### config.mk
export PLATFORM = sky130hd
export DESIGN_NAME = reset_source_arbiter
export DESIGN_NICKNAME = d
export VERILOG_FILES = /design/src/rtl/rsa_pkg.sv /design/src/rtl/rsa_pin_sync.sv /design/src/rtl/rsa_resolve.sv /design/src/rtl/rsa_stretch.sv /design/src/rtl/reset_source_arbiter.sv
export SDC_FILE = /design/constraint.sdc
export NUM_CORES = 1
export LEC_CHECK = 0
export BUFFER_PORTS_ARGS = -buffer_cell sky130_fd_sc_hd__buf_4
export CAP_MARGIN = 0
export CORE_MARGIN = 2
export CORE_UTILIZATION = 24
export CTS_CLUSTER_DIAMETER = 60
export DETAILED_ROUTE_END_ITERATION = 8
export PLACE_DENSITY_LB_ADDON = 0.2
export SYNTH_ARGS = -nofsm -noshare
export SYNTH_HDL_FRONTEND = slang
export SYNTH_SLANG_ARGS = --single-unit
### constraint.sdc
create_clock -name clk -period 4.5 [get_ports clk]
set_clock_uncertainty 0.2 [all_clocks]
set_input_delay 0.225 -clock clk [delete_from_list [all_inputs] [get_ports clk]]
set_output_delay 0.225 -clock clk [all_outputs]
set_load 0.1 [all_outputs]
### src/rtl/rsa_pkg.sv
package rsa_pkg;
  typedef logic [2:0] rst_kind_t;
  localparam rst_kind_t RK_NONE = 3'b001;
  localparam rst_kind_t RK_POR  = 3'b010;
  localparam rst_kind_t RK_MAN  = 3'b100;
endpackage

### src/rtl/rsa_pin_sync.sv
module rsa_pin_sync #(
  parameter int STAGES = 2
) (
  input  logic clk,
  input  logic sys_rst,
  input  logic pin_n,
  output logic pin_req
);
  logic [STAGES-1:0] sh_q;

  // Asynchronous assertion through the pin, synchronous release.
  always_ff @(posedge clk or negedge pin_n) begin
    if (!pin_n)       sh_q <= '0;
    else if (sys_rst) sh_q <= '0;
    else              sh_q <= {sh_q[STAGES-2:0], 1'b1};
  end

  assign pin_req = !sh_q[STAGES-1];
endmodule

### src/rtl/rsa_resolve.sv
module rsa_resolve
  import rsa_pkg::*;
(
  input  logic      pin_req,
  input  logic      dbg_req,
  input  logic      wdt_ovf,
  input  logic      wdt_en,
  input  logic      wdt_manual,
  output logic      any_req,
  output logic      hw_req,
  output logic      wdt_fire,
  output rst_kind_t kind,
  output logic      keep
);
  always_comb begin
    hw_req   = pin_req | dbg_req;
    wdt_fire = wdt_ovf & wdt_en & !hw_req;
    any_req  = hw_req | wdt_fire;
    kind     = RK_NONE;
    keep     = 1'b0;
    if (hw_req) begin
      kind = RK_POR;
    end else if (wdt_fire) begin
      kind = wdt_manual ? RK_MAN : RK_POR;
      keep = 1'b1;
    end
  end
endmodule

### src/rtl/rsa_stretch.sv
module rsa_stretch
  import rsa_pkg::*;
#(
  parameter int HOLD_CYCLES = 16
) (
  input  logic      clk,
  input  logic      sys_rst,
  input  logic      load,
  input  rst_kind_t load_kind,
  input  logic      load_keep,
  output rst_kind_t kind_q,
  output logic      keep_q
);
  localparam int CW = $clog2(HOLD_CYCLES + 1);
  localparam logic [CW-1:0] HOLD_V = CW'(HOLD_CYCLES);

  logic [CW-1:0] cnt_q;

  always_ff @(posedge clk) begin
    if (sys_rst) begin
      cnt_q  <= '0;
      kind_q <= RK_NONE;
      keep_q <= 1'b0;
    end else if (load) begin
      cnt_q  <= HOLD_V;
      kind_q <= load_kind;
      keep_q <= load_keep;
    end else if (cnt_q != '0) begin
      cnt_q <= cnt_q - 1'b1;
      if (cnt_q == CW'(1)) begin
        kind_q <= RK_NONE;
        keep_q <= 1'b0;
      end
    end
  end


  hold_end_chk: assert property (@(posedge clk) disable iff (sys_rst)
    (!load && cnt_q == CW'(1)) |=> (kind_q == RK_NONE && !keep_q));


  hold_keep_chk: assert property (@(posedge clk) disable iff (sys_rst)
    (!load && cnt_q > CW'(1)) |=> $stable(kind_q) && $stable(keep_q));


  kind_onehot_chk: assert property (@(posedge clk) disable iff (sys_rst)
    $countones(kind_q) == 1);
endmodule

### src/rtl/reset_source_arbiter.sv
module reset_source_arbiter
  import rsa_pkg::*;
#(
  parameter int HOLD_CYCLES = 16,
  parameter int SYNC_STAGES = 2
) (
  input  logic       clk,
  input  logic       sys_rst,
  input  logic       pin_rst_n,
  input  logic       dbg_rst_req,
  input  logic       wdt_ovf,
  input  logic       wdt_en,
  input  logic       wdt_manual,
  input  logic       flag_clr,
  output logic [2:0] rst_kind,
  output logic       keep_regs,
  output logic       wdt_flag
);
  logic      pin_req, any_req, hw_req, wdt_fire, nxt_keep;
  rst_kind_t nxt_kind, kind_q;

  rsa_pin_sync #(.STAGES(SYNC_STAGES)) u_sync (
    .clk(clk), .sys_rst(sys_rst), .pin_n(pin_rst_n), .pin_req(pin_req)
  );

  rsa_resolve u_res (
    .pin_req(pin_req), .dbg_req(dbg_rst_req), .wdt_ovf(wdt_ovf),
    .wdt_en(wdt_en), .wdt_manual(wdt_manual), .any_req(any_req),
    .hw_req(hw_req), .wdt_fire(wdt_fire), .kind(nxt_kind), .keep(nxt_keep)
  );

  rsa_stretch #(.HOLD_CYCLES(HOLD_CYCLES)) u_hold (
    .clk(clk), .sys_rst(sys_rst), .load(any_req), .load_kind(nxt_kind),
    .load_keep(nxt_keep), .kind_q(kind_q), .keep_q(keep_regs)
  );

  assign rst_kind = kind_q;

  // Overflow flag: pin/debug clear it, accepted overflow sets it, software clears.
  always_ff @(posedge clk) begin
    if (sys_rst)       wdt_flag <= 1'b0;
    else if (hw_req)   wdt_flag <= 1'b0;
    else if (wdt_fire) wdt_flag <= 1'b1;
    else if (flag_clr) wdt_flag <= 1'b0;
  end


  dbg_por_chk: assert property (@(posedge clk) disable iff (sys_rst)
    dbg_rst_req |=> (rst_kind == RK_POR && !keep_regs));


  pin_por_chk: assert property (@(posedge clk) disable iff (sys_rst)
    pin_req |=> (rst_kind == RK_POR && !keep_regs));


  wdt_por_chk: assert property (@(posedge clk) disable iff (sys_rst)
    (wdt_ovf && wdt_en && !wdt_manual && !dbg_rst_req && !pin_req)
      |=> (rst_kind == RK_POR && keep_regs && wdt_flag));


  wdt_man_chk: assert property (@(posedge clk) disable iff (sys_rst)
    (wdt_ovf && wdt_en && wdt_manual && !dbg_rst_req && !pin_req)
      |=> (rst_kind == RK_MAN && keep_regs && wdt_flag));


  hw_clears_flag_chk: assert property (@(posedge clk) disable iff (sys_rst)
    (dbg_rst_req || pin_req) |=> !wdt_flag);


  flag_hold_chk: assert property (@(posedge clk) disable iff (sys_rst)
    (wdt_flag && !flag_clr && !dbg_rst_req && !pin_req) |=> wdt_flag);
endmodule

==> results_dict.tcl <==
set metrics [dict create \
    status "finished, final reports clean" \
    synth_cell_type_count 25 \
    firstDrtPassIters 2 \
    rsz0062_at_grt "no" \
    fin_tns_setup_ns 0 \
    postCtsSetupRepairBufs 0 \
    clk_latency_ns 0.26 \
    pwr-share-clk_pct 31.2 \
    p_leak_nw 0.317 \
    worst_slew_pin_slew_ns 0.619 \
    powerDensity_mw_per_mm2 311 \
    drive_above_1_share_pct 26.5 \
    pwr-share-seq_pct 52.9 \
    ant_nets 0 \
    p_switching_uw 55.3 \
    p_sw_share_pct 26.0 \
    critPathKind "in2reg" \
    fp.dieW_um 50.3 \
    synthTopCellsByArea "dfxtp_1, dfrtp_1, or4b_4" \
    syn_nets 60 \
    setup_violations 0 \
    synth-warning-count 0 \
    layout_common_cells "buf_4, dfxtp_1, inv_1, nor2_1" \
    synth_top_area_share_pct 38.9 \
    required_ns 4.47 \
    holdWs_ns 0.0438 \
    area_delta_synth_final_pct 33.1 \
    dpl.hpwl_um 734 \
    total_power_uw 213 \
    clockBufferDepth 2 \
    combPwrFrac_pct 15.9 \
    pre_cts_slack_ns 2.81 \
    n_antenna_cell 0 \
    cts.root.buffer_cell "clkbuf_4" \
    grt-ovfl-total 0 \
    fin_area_um2 684 \
    dieArea_mm2 0.00253 \
    fill_cells 210 \
    syn_area_per_cell_um2 10.3 \
    boundaryPins 13 \
    ctsHoldBuffers 2 \
    num_vias 391 \
    ys_ff_latch 12 \
    start_util_pct 25.9 \
    clk_pin_slew_ns 0.07 \
    drtIter0Drc 2 \
    startpoint_type "input port" \
    grt_pass1_wl_mm 1.58 \
    hp-class "in2reg" \
    multi_input_area_um2 245 \
    fp.dieH_um 50.3 \
    min_period_ns 1.86 \
    core_area_mm2 0.00198 \
    cts_tree "yes" \
    intPower_uw 158 \
    hold_viol 0 \
    drv_slew 0 \
    grt_max_degree 9 \
    wl_per_cell_um 9.64 \
    synth_top_area_cell "dfxtp_1" \
    cts.sink_count 12 \
    cap_violations 0 \
    num_rows 16 \
    dpl_cell_area_um2 638 \
    nets 79 \
    syn-cell-area_um2 514 \
    vias_per_cell 4.12 \
    wl_um 916 \
    worst_setup_path_end_kind "flip-flop" \
    final_common_cell "buf_4" \
    io_buffers 12 \
    drc 0 \
    cts.repair.resized 0 \
    gp_congestion 0.722 \
    arrival_ns 1.83 \
    numCtsBuffers 3 \
    seq_area_um2 250 \
    htree_levels 1 \
    grt_usage_pct 8.23 \
    setup_ws_ns 2.64 \
    relSlewSlack_pct 58.6 \
    irDropWorstVdd_uv 154 \
    crit_fanout 7 \
    yosysSeqAreaShare_pct 48.7 \
    grt_pass1_vias 368 \
    min_period_over_period_pct 41.3 \
    max_freq_mhz 538 \
    syn-instance-count 50 \
    antenna_found_initial 0 \
]
## through the flow
| step | cells | utilization (%) |
|---|---|---|
| after detailed placement | 89 | 32.2 |
| after floorplan | 50 | - |
| after CTS | 95 | 34.5 |
| after global routing | 95 | 34.5 |
| final | 95 | 34.5 |
| after global placement | 89 | 32.2 |
## final timing paths
| kind | start | to | depth (start not counted) | slack [ns] |
|---|---|---|---|---|
| setup / recovery | sys_rst | u_hold.cnt_q[1]$_SDFFE_PP0P_ | 5 | 2.64 |
| hold / removal | flag_clr | wdt_flag$_SDFFE_PP0P_ | 3 | 0.04 |
| setup reg to reg | u_hold.cnt_q[0]$_SDFFE_PP0P_ | u_hold.kind_q[2]$_SDFFE_PP0P_ | 4 | 2.81 |
| hold reg to reg | u_sync.sh_q[0]$_DFF_PN0_ | u_sync.sh_q[1]$_DFF_PN0_ | 1 | 0.28 |
| max in group asynchronous | pin_rst_n | u_sync.sh_q[0]$_DFF_PN0_ | 2 | 3.93 |
| min in group asynchronous | pin_rst_n | u_sync.sh_q[1]$_DFF_PN0_ | 2 | 0.09 |
## worst max-delay path, cell delays in order
cell and delay, ns:
dlygate4sd3_1 0.54, buf_4 0.16, nor3b_1 0.52, nand2_1 0.19
a211oi_1 0.20
## kinds of logic after synthesis
group / after synthesis / synth area share, %
simple gates: 17 / 21.9
fa+ha+maj: 2 / 4.87
compound gates: 11 / 15.8
xor+xnor: 3 / 5.11
flops: 12 / 48.7
buf+inv: 5 / 3.65
## cell usage after synthesis
| master | n |
|---|---|
| and4_1 | 1 |
| xnor2_1 | 3 |
| a2bb2oi_1 | 1 |
| nor3_1 | 1 |
| a21boi_0 | 2 |
| nand2b_4 | 1 |
| nor3b_1 | 1 |
| o211a_1 | 1 |
| nand2_1 | 2 |
| or4b_4 | 2 |
| and3_1 | 1 |
| nand2b_1 | 1 |
| ha_1 | 2 |
| inv_1 | 5 |
| dfrtp_1 | 2 |
| dfxtp_1 | 10 |
| o31ai_1 | 1 |
| nor2_1 | 5 |
| a211oi_1 | 1 |
| a41o_1 | 1 |
| o211ai_1 | 1 |
| nor2b_1 | 1 |
| a21oi_1 | 2 |
| o21ai_0 | 1 |
| nand3_1 | 1 |
## flip-flops by register name, summed over array words and instances (netlist names)
signal and count:
wdt_flag 1, u_sync.sh_q 2, u_hold.cnt_q 5, u_hold.keep_q 1
u_hold.kind_q 3
## routing by layer
| layer | part of all wire (%) | global-route usage (%) | vias to the layer above |
|---|---|---|---|
| met3 | 5.9 | 3.27 | 0 |
| met2 | 43 | 11.8 | 8 |
| met5 | 0 | 0 | - |
| met4 | 0 | 1.35 | 0 |
| met1 | 51 | 11.8 | 173 |
| li1 | - | - | 210 |
## power by group through the flow
stage | combinational [mW] | sequential, mW | clock [mW]
2_1_floorplan | 0.0107 | 0.126 | 0
3_3_place_gp | 0.0331 | 0.115 | 0
3_5_place_dp | 0.0328 | 0.115 | 0
4_1_cts | 0.0342 | 0.113 | 0.0700
5_1_grt | 0.0369 | 0.113 | 0.0745
6_report | 0.0338 | 0.112 | 0.0664
## area by class of cell
class,instances,share of cell area [%]
Clock buffer,4,3.84
Inverter,5,2.74
Multi-Input combinational cell,33,35.8
Sequential cell,12,36.6
Tap cell,27,4.94
Timing Repair Buffer,14,16.1
Power figures use the tool's default switching activity.
